### src/rtl/rtc_time_pkg.sv
package rtc_time_pkg;
  localparam int WORD_W    = 32;
  localparam int TRIM_W    = 10;
  localparam int TRIM_LSB  = 16;
  localparam int B_RUN     = 15;
  localparam int B_IDLSTP  = 13;
  localparam int B_PINSEL  = 7;
  localparam int B_RUNSTAT = 6;
  localparam int B_UNLOCK  = 3;
  localparam int B_NEARROL = 2;
  localparam int B_HALF    = 1;
  localparam int B_PINEN   = 0;

  typedef struct packed {
    logic signed [TRIM_W-1:0] trim;
    logic                     run;
    logic                     idle_stop;
    logic                     pin_sel;
    logic                     unlock;
    logic                     pin_en;
  } rtc_ctrl_t;
endpackage

### src/rtl/rtc_ctrl_reg.sv
module rtc_ctrl_reg
  import rtc_time_pkg::*;
(
  input  logic              clk,
  input  logic              rst_n,
  input  logic              wr_i,
  input  logic [WORD_W-1:0] wdata_i,
  output rtc_ctrl_t         ctrl_o
);
  rtc_ctrl_t ctrl_q, ctrl_d;

  always_comb begin
    ctrl_d = ctrl_q;
    if (wr_i) begin
      ctrl_d.trim      = wdata_i[TRIM_LSB +: TRIM_W];
      ctrl_d.idle_stop = wdata_i[B_IDLSTP];
      ctrl_d.pin_sel   = wdata_i[B_PINSEL];
      ctrl_d.unlock    = wdata_i[B_UNLOCK];
      ctrl_d.pin_en    = wdata_i[B_PINEN];
      if (ctrl_q.unlock) ctrl_d.run = wdata_i[B_RUN];
    end
  end

  always_ff @(posedge clk or negedge rst_n) begin
    if (!rst_n) ctrl_q <= '0;
    else        ctrl_q <= ctrl_d;
  end

  assign ctrl_o = ctrl_q;

  // a locked run bit never moves
  p_run_locked_r3: assert property (@(posedge clk) disable iff (!rst_n)
    !ctrl_q.unlock |=> $stable(ctrl_q.run))
    else $error("run bit changed while locked");
endmodule

### src/rtl/rtc_divider.sv
module rtc_divider
  import rtc_time_pkg::*;
#(
  parameter int HALF_TICKS   = 16384,
  parameter int SECS_PER_MIN = 60,
  parameter int SYNC_TICKS   = 32
) (
  input  logic                     clk,
  input  logic                     rst_n,
  input  logic                     tick_en_i,
  input  logic                     run_i,
  input  logic                     secs_wr_i,
  input  logic signed [TRIM_W-1:0] trim_i,
  output logic                     sec_pulse_o,
  output logic                     half_o,
  output logic                     near_roll_o
);
  localparam int CNT_W = $clog2(HALF_TICKS);
  localparam int SEC_W = (SECS_PER_MIN > 1) ? $clog2(SECS_PER_MIN) : 1;
  localparam logic [CNT_W-1:0] CNT_LAST = CNT_W'(HALF_TICKS - 1);
  localparam logic [CNT_W-1:0] CNT_SYNC = CNT_W'(HALF_TICKS - SYNC_TICKS);
  localparam logic [SEC_W-1:0] SEC_LAST = SEC_W'(SECS_PER_MIN - 1);

  logic [CNT_W-1:0]  cnt_q, cnt_d;
  logic [SEC_W-1:0]  sec_q, sec_d;
  logic [TRIM_W-1:0] hold_q, hold_d;
  logic              half_q, half_d;
  logic              pulse_q, pulse_d;
  logic              act;
  logic [TRIM_W-1:0] trim_mag;

  assign act      = tick_en_i & run_i;
  assign trim_mag = TRIM_W'(-trim_i);

  always_comb begin
    cnt_d   = cnt_q;
    sec_d   = sec_q;
    hold_d  = hold_q;
    half_d  = half_q;
    pulse_d = 1'b0;
    if (act) begin
      if (hold_q != '0) begin
        hold_d = hold_q - TRIM_W'(1);
      end else if (cnt_q == CNT_LAST) begin
        cnt_d  = '0;
        half_d = ~half_q;
        if (half_q) begin
          pulse_d = 1'b1;
          if (sec_q == SEC_LAST) begin
            sec_d = '0;
            if (trim_i[TRIM_W-1]) hold_d = trim_mag;
            else                  cnt_d  = CNT_W'($unsigned(trim_i));
          end else begin
            sec_d = sec_q + SEC_W'(1);
          end
        end
      end else begin
        cnt_d = cnt_q + CNT_W'(1);
      end
    end
    if (secs_wr_i) half_d = 1'b0;
  end

  always_ff @(posedge clk or negedge rst_n) begin
    if (!rst_n) begin
      cnt_q   <= '0;
      sec_q   <= '0;
      hold_q  <= '0;
      half_q  <= 1'b0;
      pulse_q <= 1'b0;
    end else begin
      cnt_q   <= cnt_d;
      sec_q   <= sec_d;
      hold_q  <= hold_d;
      half_q  <= half_d;
      pulse_q <= pulse_d;
    end
  end

  assign sec_pulse_o = pulse_q;
  assign half_o      = half_q;
  assign near_roll_o = half_q & (cnt_q >= CNT_SYNC);

  // count range and single-cycle pulse
  p_cnt_range_r4: assert property (@(posedge clk) disable iff (!rst_n)
    cnt_q <= CNT_LAST) else $error("divider out of range");
  p_pulse_width_r4: assert property (@(posedge clk) disable iff (!rst_n)
    pulse_q |=> !pulse_q) else $error("seconds pulse too long");
  // divider frozen during a negative-trim hold
  p_hold_freeze_r6: assert property (@(posedge clk) disable iff (!rst_n)
    (hold_q != '0) |=> $stable(cnt_q)) else $error("divider moved in hold");
  // nothing moves while counting is stopped
  p_stopped_hold_r9: assert property (@(posedge clk) disable iff (!rst_n)
    (!run_i && !secs_wr_i) |=> ($stable(cnt_q) && $stable(half_q) && !pulse_q))
    else $error("divider moved while stopped");
  // seconds write clears half phase
  p_secs_wr_clear_r10: assert property (@(posedge clk) disable iff (!rst_n)
    secs_wr_i |=> !half_q) else $error("half phase survived seconds write");
endmodule

### src/rtl/rtc_timebase.sv
module rtc_timebase
  import rtc_time_pkg::*;
#(
  parameter int HALF_TICKS   = 16384,
  parameter int SECS_PER_MIN = 60,
  parameter int SYNC_TICKS   = 32
) (
  input  logic        clk,
  input  logic        rst_n,
  input  logic        bus_wr,
  input  logic [31:0] bus_wdata,
  output logic [31:0] bus_rdata,
  input  logic        tick_en,
  input  logic        idle,
  input  logic        secs_wr,
  input  logic        alarm_in,
  output logic        sec_pulse,
  output logic        half_sec,
  output logic        clk_running,
  output logic        rtc_out
);
  rtc_ctrl_t ctrl;
  logic      running;
  logic      near_roll;

  rtc_ctrl_reg u_ctrl (
    .clk     (clk),
    .rst_n   (rst_n),
    .wr_i    (bus_wr),
    .wdata_i (bus_wdata),
    .ctrl_o  (ctrl)
  );

  assign running = ctrl.run & ~(ctrl.idle_stop & idle);

  rtc_divider #(
    .HALF_TICKS   (HALF_TICKS),
    .SECS_PER_MIN (SECS_PER_MIN),
    .SYNC_TICKS   (SYNC_TICKS)
  ) u_div (
    .clk         (clk),
    .rst_n       (rst_n),
    .tick_en_i   (tick_en),
    .run_i       (running),
    .secs_wr_i   (secs_wr),
    .trim_i      (ctrl.trim),
    .sec_pulse_o (sec_pulse),
    .half_o      (half_sec),
    .near_roll_o (near_roll)
  );

  always_comb begin
    bus_rdata                       = '0;
    bus_rdata[TRIM_LSB +: TRIM_W]   = ctrl.trim;
    bus_rdata[B_RUN]                = ctrl.run;
    bus_rdata[B_IDLSTP]             = ctrl.idle_stop;
    bus_rdata[B_PINSEL]             = ctrl.pin_sel;
    bus_rdata[B_RUNSTAT]            = running;
    bus_rdata[B_UNLOCK]             = ctrl.unlock;
    bus_rdata[B_NEARROL]            = near_roll;
    bus_rdata[B_HALF]               = half_sec;
    bus_rdata[B_PINEN]              = ctrl.pin_en;
  end

  assign clk_running = running;
  assign rtc_out     = ctrl.pin_en & (ctrl.pin_sel ? sec_pulse : alarm_in);

  // rollover warning only in the second half of a second
  p_near_in_high_half_r11: assert property (@(posedge clk) disable iff (!rst_n)
    bus_rdata[B_NEARROL] |-> half_sec) else $error("near-rollover outside high half");
endmodule

### config.mk
export PLATFORM = sky130hd
export DESIGN_NAME = rtc_timebase
export DESIGN_NICKNAME = d
export VERILOG_FILES = /design/src/rtl/rtc_time_pkg.sv /design/src/rtl/rtc_ctrl_reg.sv /design/src/rtl/rtc_divider.sv /design/src/rtl/rtc_timebase.sv
export SDC_FILE = /design/constraint.sdc
export NUM_CORES = 1
export LEC_CHECK = 0
export BUFFER_PORTS_ARGS = -buffer_cell sky130_fd_sc_hd__clkbuf_2
export CAP_MARGIN = 20
export CORE_MARGIN = 2
export CORE_UTILIZATION = 57
export CTS_CLUSTER_DIAMETER = 150
export CTS_CLUSTER_SIZE = 16
export DETAILED_ROUTE_END_ITERATION = 10
export MAX_ROUTING_LAYER = met4
export PLACE_DENSITY = 0.85
export RECOVER_POWER = 25
export SLEW_MARGIN = 20
export SYNTH_ARGS = -nofsm -noshare
export SYNTH_HDL_FRONTEND = slang
export SYNTH_HIERARCHICAL = 1
export SYNTH_SLANG_ARGS = --single-unit
### constraint.sdc
create_clock -name clk -period 3.3 [get_ports clk]
set_input_delay 0.165 -clock clk [delete_from_list [all_inputs] [get_ports clk]]
set_output_delay 0.165 -clock clk [all_outputs]
set_load 0.02 [all_outputs]
==> results of run 1 <==
-- cell usage in the layout, fill, tap and decap left out, drive strengths merged, types with 2 or more instances in the layout --
master	Yosys	final
nor4	9	9
dfrtp	47	47
o31ai	7	7
and2	5	5
clkbuf	1	49
o211ai	2	2
a21oi	19	19
a2bb2oi	2	2
nand3	12	12
a21boi	2	2
and3	3	3
mux2i	3	3
inv	16	16
conb	1	14
xnor2	6	6
nand4	7	7
and4	2	2
ha	5	5
or4	5	5
nor3	7	7
buf	23	3
or2	2	2
or3	3	3
a22oi	3	3
o21ai	18	18
nand2	21	21
nor2	12	12
mux2	18	18
o22ai	4	4
xor2	4	4
o41ai	2	2
-- routing by layer --
metal	share of wire	vias up	track usage
met5	0	-	-
met4	0.013	0	0.0734
met3	0.068	12	0.0488
met2	0.51	99	0.411
met1	0.41	1097	0.314
li1	-	1083	-
-- state kept, by name, summed over array words and instances (netlist names) --
name / flops
u_div/sec_pulse_o: 1
u_div/cnt_q: 14
u_div/hold_q: 10
u_div/half_o: 1
u_ctrl/ctrl_o: 15
u_div/sec_q: 6
-- metrics by stage --
step	total power, mW	hold WS, ns	cell area, µm²
after floorplan	1.14	-0.131	2880
after global placement	1.23	0.152	3010
after detailed placement	1.26	0.159	3010
after CTS	1.60	0.0108	3100
after global routing	1.68	0.0132	3080
final	1.59	0.0146	3080
-- final timing paths --
kind,slack (ns),start,depth (start not counted),endpoint
worst max register to register,0.95,u_ctrl/ctrl_o[3]$_DFFE_PN0P_,7,u_div/hold_q[8]$_DFFE_PN0P_
worst min-delay path,0.01,secs_wr,2,u_div/half_o$_DFFE_PN0P_
max in group asynchronous,1.76,rst_n,3,u_div/hold_q[1]$_DFFE_PN0P_
worst min register to register,0.50,u_div/cnt_q[10]$_DFFE_PN0P_,1,u_div/cnt_q[10]$_DFFE_PN0P_
min in group asynchronous,0.58,rst_n,2,u_div/sec_q[2]$_DFFE_PN0P_
worst max-delay path,0.95,u_ctrl/ctrl_o[3]$_DFFE_PN0P_,7,u_div/hold_q[8]$_DFFE_PN0P_
-- where the power goes --
group | internal (mW) | leakage [nW] | total (mW) | switching, mW
clock network | 0.148 | 0.0412 | 0.338 | 0.190
registers | 0.662 | 0.585 | 0.805 | 0.143
logic | 0.186 | 0.743 | 0.445 | 0.259
-- kinds of logic (layout without fill, tap and decap cells) --
| group | Yosys count | count (layout) | synth area share |
|---|---|---|---|
| buffers and inverters | 40 | 71 | 0.0880 |
| AND/OR/NAND/NOR | 93 | 93 | 0.206 |
| multiplexers | 21 | 21 | 0.0956 |
| XOR/XNOR | 10 | 10 | 0.0310 |
| flip-flops | 47 | 47 | 0.416 |
| other | 1 | 14 | 0.00133 |
| AO/OA/AOI/OAI | 65 | 65 | 0.140 |
| adder cells (fa/ha/maj) | 5 | 5 | 0.0221 |
-- final cells by class --
type	count	area (µm²)	share of cell area
multi-input combinational	208	1430	0.463
sequential	47	1180	0.382
clock buffer	6	72.6	0.0236
tap	67	83.8	0.0273
inverter	16	60.1	0.0195
timing repair buffer	47	245	0.0797
clock inverter	2	12.5	0.00407
==> metrics list, run 1 <==
* Clk root buf: sky130_fd_sc_hd__clkbuf_8
- The critical path goes through a21boi_0 > and2_1 > nand4_1 > a2bb2oi_1 > buf_4 > nor4_1 > mux2_2.
* CTS Hold Bufs: 1
* Number of filler cells placed in the layout: 410
- Maxcap violations: 0
* Power Density: 516 nW/µm²
- Critical Path AT: 2.53 ns
- Of all nets on the critical path, the largest fanout is 7.
* Setup Crit Path Kind: reg2reg
* Total of cells resized after clock tree synthesis: 0
* Die outline height: 74.4 µm
* Critical path's top delay family: compound AO/OA/AOI/OAI gates
- Worst IR Drop VDD: 0.376 mV
* H-tree depth: 2
- Summed over all layers, the global routing overflow is 0.
- Post-synthesis async set-or-reset flop share: 1.00
- Relative area change from synthesis to final layout: 8.76%
* Status: finished clean
- Number of vias per cell: 5.83
- Counting both buffers and inverters, the worst setup path holds a total of 1.
* Ranking of synthesized cells by instance count: sky130_fd_sc_hd__dfrtp_1, sky130_fd_sc_hd__nand2_1, sky130_fd_sc_hd__a21oi_1, sky130_fd_sc_hd__o21ai_0, sky130_fd_sc_hd__buf_4
- Largest area contributor in the synthesized netlist: sky130_fd_sc_hd__dfrtp_1
* Seq/Total Area, Yosys: 0.416
- Fraction of final layout cells with drive strength greater than 1: 0.227
- Startpoint type of the worst setup path: register
- For this block, the initial DRC count from the detailed router was 132.
- The core region is 4750 µm².
- Post-layout util: 0.647
- Final setup violating endpoints: 0
- Via count: 2,291
* Portion of synthesized cell area occupied by the leading cell type: 0.416
- Final period util: 0.711
* Final number of max-transition violations: 0
- Maximum number of pins on one net before global-route repair: 30
- Number of synthesized flops with an enable pin: 0
- The clock reaches the later pin of the worst-skew pair after 0.30 ns.
* Total CTS buffers: 5
- Setup_tns: 0 ns
* Die area: 5540 µm²
- Leakage power of the design: 1.37 nW
- The longest clock path from root to sink contains 2 buffers.
- Summed over all nets, the half-perimeter wirelength after detailed placement is 4.48 mm.
- Die X-Extent: 74.4 µm
- After detailed placement, the design holds a cell count of 384.
- Max incr delay on CP: 0.41 ns
* # port buffers: 43
* Most common flop cell mapped by yosys: sky130_fd_sc_hd__dfrtp_1
- DRC viols: 0
- Final clock skew: 0.00641 ns
- TritonCTS built the clock tree.
- First-pass GRT wire length: 10.1 mm
- Post-Place Worst Slack: 0.991 ns
- Setup slack after layout: 0.953 ns
- Unrepaired setup endpoints after global routing: no
* Number of placed I/O pins: 75
* Final Instance Count excl. Fillers: 393
* Least-Margin Pin Slew: 1.08 ns
- Synthesis instantiated 55 different standard cells from the library.
* RePlAce Congestion: 0.841
- Drt first pass iters: 4
- By area the synthesized netlist is led by sky130_fd_sc_hd__dfrtp_1, sky130_fd_sc_hd__mux2_4, sky130_fd_sc_hd__buf_4.
- Starting density of the core: 0.595
- Diode count: 0
- Sink count of the clock tree: 47
- The worst pin sits at a relative slew slack of 0.279.
- Counting I/O delays and the setup requirement, the final critical path takes 2.35 ns.
- The final hold violation count came to 0.
* Worst hold-check path type: in2reg
- Clock transition at path regs: 0.09 ns
- Per-instance average area after synthesis: 10.0 µm²
- Count of standard-cell rows: 25
- Based on the critical path, the design can be clocked at up to 426 MHz.
- The number of antenna violations at the first check in global routing is 0.
* Max stage delay cell, worst path: sky130_fd_sc_hd__dfrtp_1
* Aggregate global-route resource usage: 0.250
- Post-synthesis instance area: 2830 µm²
* Total Wirelength: 6.22 mm
* Number of buffers added for setup after CTS: 0
- After synthesis the netlist holds a flip-flop and latch count of 47.
- For the worst setup path, the data required time is 3.49 ns.
* Number of routed nets with antenna violations: 0
- Number of instances in the synthesized netlist: 282
* Type of element capturing the critical path: register
* Net count of the finished layout: 369
- For this run, the number of Yosys warnings is 6.
* Cell with the most instances after synthesis: sky130_fd_sc_hd__dfrtp_1
* Wirelength per Cell: 15.8 µm
* Vias in the first global route: 2,079
Power figures use the tool's default switching activity.
==> run 2, diff against run 1 <==
--- a/config.mk
+++ b/config.mk
@@ -5,15 +5,16 @@
 export SDC_FILE = /design/constraint.sdc
 export NUM_CORES = 1
 export LEC_CHECK = 0
+export ABC_AREA = 1
 export BUFFER_PORTS_ARGS = -buffer_cell sky130_fd_sc_hd__clkbuf_2
 export CAP_MARGIN = 20
 export CORE_MARGIN = 2
-export CORE_UTILIZATION = 57
+export CORE_UTILIZATION = 49
 export CTS_CLUSTER_DIAMETER = 150
 export CTS_CLUSTER_SIZE = 16
 export DETAILED_ROUTE_END_ITERATION = 10
 export MAX_ROUTING_LAYER = met4
-export PLACE_DENSITY = 0.85
+export PLACE_DENSITY = 0.77
 export RECOVER_POWER = 25
 export SLEW_MARGIN = 20
 export SYNTH_ARGS = -nofsm -noshare
==> constraint.sdc (replaced) <==
create_clock -name clk -period 2 [get_ports clk]
set_input_delay 0.1 -clock clk [delete_from_list [all_inputs] [get_ports clk]]
set_output_delay 0.1 -clock clk [all_outputs]
set_load 0.02 [all_outputs]
==> run 2 against run 1 <==
Worst hold slack got worse by 0.0094 ns. Register-to-register slack got worse by 0.75 ns. Worst setup slack lost 0.80 ns. Largest power group unchanged. Highest routed layer unchanged.
==> metrics list, run 2 <==
- CP max FO: 4
- Type of element capturing the critical path: output port
* Total CTS buffers: 5
* Critical path's top delay family: simple AND/OR/NAND/NOR gates
* Relative area change from synthesis to final layout: 15.2%
* Least-Margin Pin Slew: 1.17 ns
- Most common flop cell mapped by yosys: sky130_fd_sc_hd__dfrtp_1
- Seq/Total Area, Yosys: 0.366
* Ranking of synthesized cells by instance count: sky130_fd_sc_hd__nand2_1, sky130_fd_sc_hd__inv_1, sky130_fd_sc_hd__nand3_1, sky130_fd_sc_hd__dfrtp_1, sky130_fd_sc_hd__nor2_1
- Number of placed I/O pins: 75
- RePlAce Congestion: 0.904
* Core outline area: 6350 µm²
* # port buffers: 43
- Unrepaired setup endpoints after global routing: no
- In this run the post-CTS setup repair buffer count came out at 0.
- Count of standard-cell rows: 29
- Worst Path Required: 1.90 ns
- Sink count of the clock tree: 47
* Tmin final: 1.85 ns
- The critical path crosses 5 cells after its start point.
- Final clock skew: 0.00250 ns
* Global Route met3 Usage: 0.0292
- Diode count: 0
* Die outline height: 85.0 µm
- The share of synthesized area in the top cell type comes to 0.366.
- H-tree depth: 2
- Clock insertion delay at the later pin of the skew report: 0.30 ns
- The first global-routing pass estimated 13.1 mm of wire.
- Status: finished clean
- The worst setup path is launched from a register.
- Number of instances in the synthesized netlist: 464
- The worst-case IR drop observed on VDD is 0.708 mV.
- Worst hold start: bus_wdata[0]
- Cells taking the most area after synthesis: sky130_fd_sc_hd__dfrtp_1, sky130_fd_sc_hd__nand2_1, sky130_fd_sc_hd__nand3_1
* Remaining global-route overflow: 0
- Die area: 7220 µm²
* Max incr delay on CP: 0.41 ns
- Number of synthesized flops with an enable pin: 0
- Clock transition at path regs: 0.09 ns
- The analysis attributes to cell leakage a power of 1.97 nW.
- Die X-Extent: 85.0 µm
* Antenna violations before repair: 0
- The final hold violation count was 0.
* Post-synthesis async set-or-reset flop share: 1.00
- The critical path goes through nand2_1 > nor2_1 > nand2_1 > nor4_1 > clkbuf_2.
- Maximum frequency from static timing analysis: 540 MHz
- Cell with the most instances after synthesis: sky130_fd_sc_hd__nand2_1
- Of all cell types, the one taking the most synthesized area is sky130_fd_sc_hd__dfrtp_1.
- The setup check on the worst reg-to-reg path leaves a slack of 0.20 ns.
- For met2 alone, demand over resource in global routing was 0.376.
- By startpoint and endpoint, the worst setup path is classified as reg2out.
- Worst min-delay path endpoint: u_ctrl/ctrl_o[0]$_DFFE_PN0P_
- Final number of max-transition violations: 0
* Setup_tns: 0 ns
* Register bit total from synthesis: 47
- In the routed layout, each cell is associated on average with a via count of 5.14.
* Net count of the finished layout: 564
- For this block, the initial DRC count from the detailed router was 126.
* Critical Path AT: 1.75 ns
* Wirelength per Cell: 12.4 µm
- Number of cells traversed by the worst hold path: 3
- The most numerous cell type found on the critical path is sky130_fd_sc_hd__nand2_1.
- Per-instance average area after synthesis: 6.92 µm²
- Count of yosys warnings during synthesis: 6
* Drt first pass iters: 5
- Final period util: 0.926
* Largest register FFs: 15
- In this run, distinct cell masters in the synthesized netlist total 31.
* Aggregate global-route resource usage: 0.227
- Post-synthesis instance area: 3210 µm²
- The worst register-to-register path has a depth of 9.
* Number of routed nets with antenna violations: 0
- Most Crowded Layer GR: met2
- The slowest stage of the critical path belongs to the cell sky130_fd_sc_hd__dfrtp_1.
- Leaving out fill and tap cells, the most frequent cell in the layout is sky130_fd_sc_hd__nand2_1.
- Detail Placement HPWL: 5.53 mm
- The number of global-route vias before repair is 2,877.
* Crit Reg-Reg Startpoint: u_div/hold_q[0]$_DFFE_PN0P_
- No sink is reached through more buffers than the 2 on the longest clock path.
* Fraction of final layout cells with drive strength greater than 1: 0.154
- Final setup violating endpoints: 0
* Launch point of the critical path: u_div/cnt_q[9]$_DFFE_PN0P_
- Power Density: 936 nW/µm²
- The cell sitting at the root of the clock tree is a sky130_fd_sc_hd__clkbuf_8.
- Highest-count cells in the layout ignoring fill and taps: sky130_fd_sc_hd__nand2_1, sky130_fd_sc_hd__inv_1, sky130_fd_sc_hd__nand3_1, sky130_fd_sc_hd__dfrtp_1, sky130_fd_sc_hd__clkbuf_2
- Maximum number of pins on one net before global-route repair: 31
- Headroom to the max-slew limit came out at 0.222.
- The worst register-to-register path ends at u_div/hold_q[6]$_DFFE_PN0P_.
- TritonCTS built the clock tree.
* CP bufs+invs: 1
* Worst hold margin: 0.00517 ns
- For met1 alone, demand over resource in global routing was 0.289.
- Across the run, the number of max-cap violations was 0.
- Via count: 3,075
- For this configuration, the core starts out at a cell density of 0.506.
- Total Wirelength: 7.43 mm
- In this run the worst hold path is classified as in2reg.
- In the routed design, unresolved DRC markers number 0.
## run 2: cell types whose count changed in the layout (fill, tap and decap cells not counted), sizes merged, moves of 7 or more
cell   before  now
buf         3   12
mux2       18    0
o21ai      18   39
inv        16   58
o31ai       7    0
nand3      12   51
nor2       12   48
nand2      21  149
nor4        9    1
xor2        4   12
a21oi      19    1
## run 2: logic make-up after synthesis
| group | count (synthesis) | synth area share |
|---|---|---|
| other | 1 | 0.00117 |
| buffers and inverters | 83 | 0.122 |
| adder cells (fa/ha/maj) | 5 | 0.0195 |
| flip-flops | 47 | 0.366 |
| AND/OR/NAND/NOR | 267 | 0.374 |
| XOR/XNOR | 15 | 0.0409 |
| AO/OA/AOI/OAI | 46 | 0.0764 |
## run 2: how the worst max path moves through the flow
stage                                  endpoint  slack, ns
detailed placement   u_div/cnt_q[2]$_DFFE_PN0P_       0.20
global route                       bus_rdata[2]       0.01
global placement     u_div/cnt_q[2]$_DFFE_PN0P_       0.26
CTS                                bus_rdata[2]       0.16
floorplan           u_div/hold_q[0]$_DFFE_PN0P_       0.15
finish                             bus_rdata[2]       0.15
## run 2: timing repair
item                                   CTS  global route
gates resized for setup                  0             1
setup endpoints to repair                0             3
hold buffers                             6             0
endpoints found under the hold margin   24             0
## run 2: where the power goes
group          internal, mW  switching (mW)  leakage [nW]
logic                 0.460           0.807          1.33
registers              1.13           0.225         0.582
clock network         0.498           0.339        0.0644
## run 2: routing by layer
| layer | vias up | wire length (µm) |
|---|---|---|
| met3 | 10 | 324 |
| met2 | 80 | 3650 |
| met5 | - | 0 |
| met1 | 1438 | 3330 |
| li1 | 1547 | - |
| met4 | 0 | 126 |
## run 2: through the flow
step | total power [mW] | instance area, µm² | cells | utilization | setup slack (ns)
2_1_floorplan | 2.32 | 3260 | 477 | - | 0.155
3_3_place_gp | 2.58 | 3500 | 584 | 0.552 | 0.258
3_5_place_dp | 2.62 | 3500 | 584 | 0.552 | 0.204
4_1_cts | 3.47 | 3700 | 598 | 0.582 | 0.157
5_1_grt | 3.72 | 3700 | 598 | 0.583 | 0.00958
6_report | 3.46 | 3700 | 598 | 0.583 | 0.149
## run 2: final cells by class
| type | instances | area, µm² |
|---|---|---|
| clock inverter | 3 | 67.6 |
| tap | 77 | 96.3 |
| timing repair buffer | 61 | 377 |
| multi-input combinational | 347 | 1700 |
| fill | 549 | 2650 |
| inverter | 58 | 218 |
| sequential | 47 | 1180 |
| clock buffer | 5 | 68.8 |
## run 2: worst min-delay path: cells and delay by family
kind	cells	cell delay [ns]
simple gates	1	0.04
compound gates	1	0.06
buf+inv	1	0.07
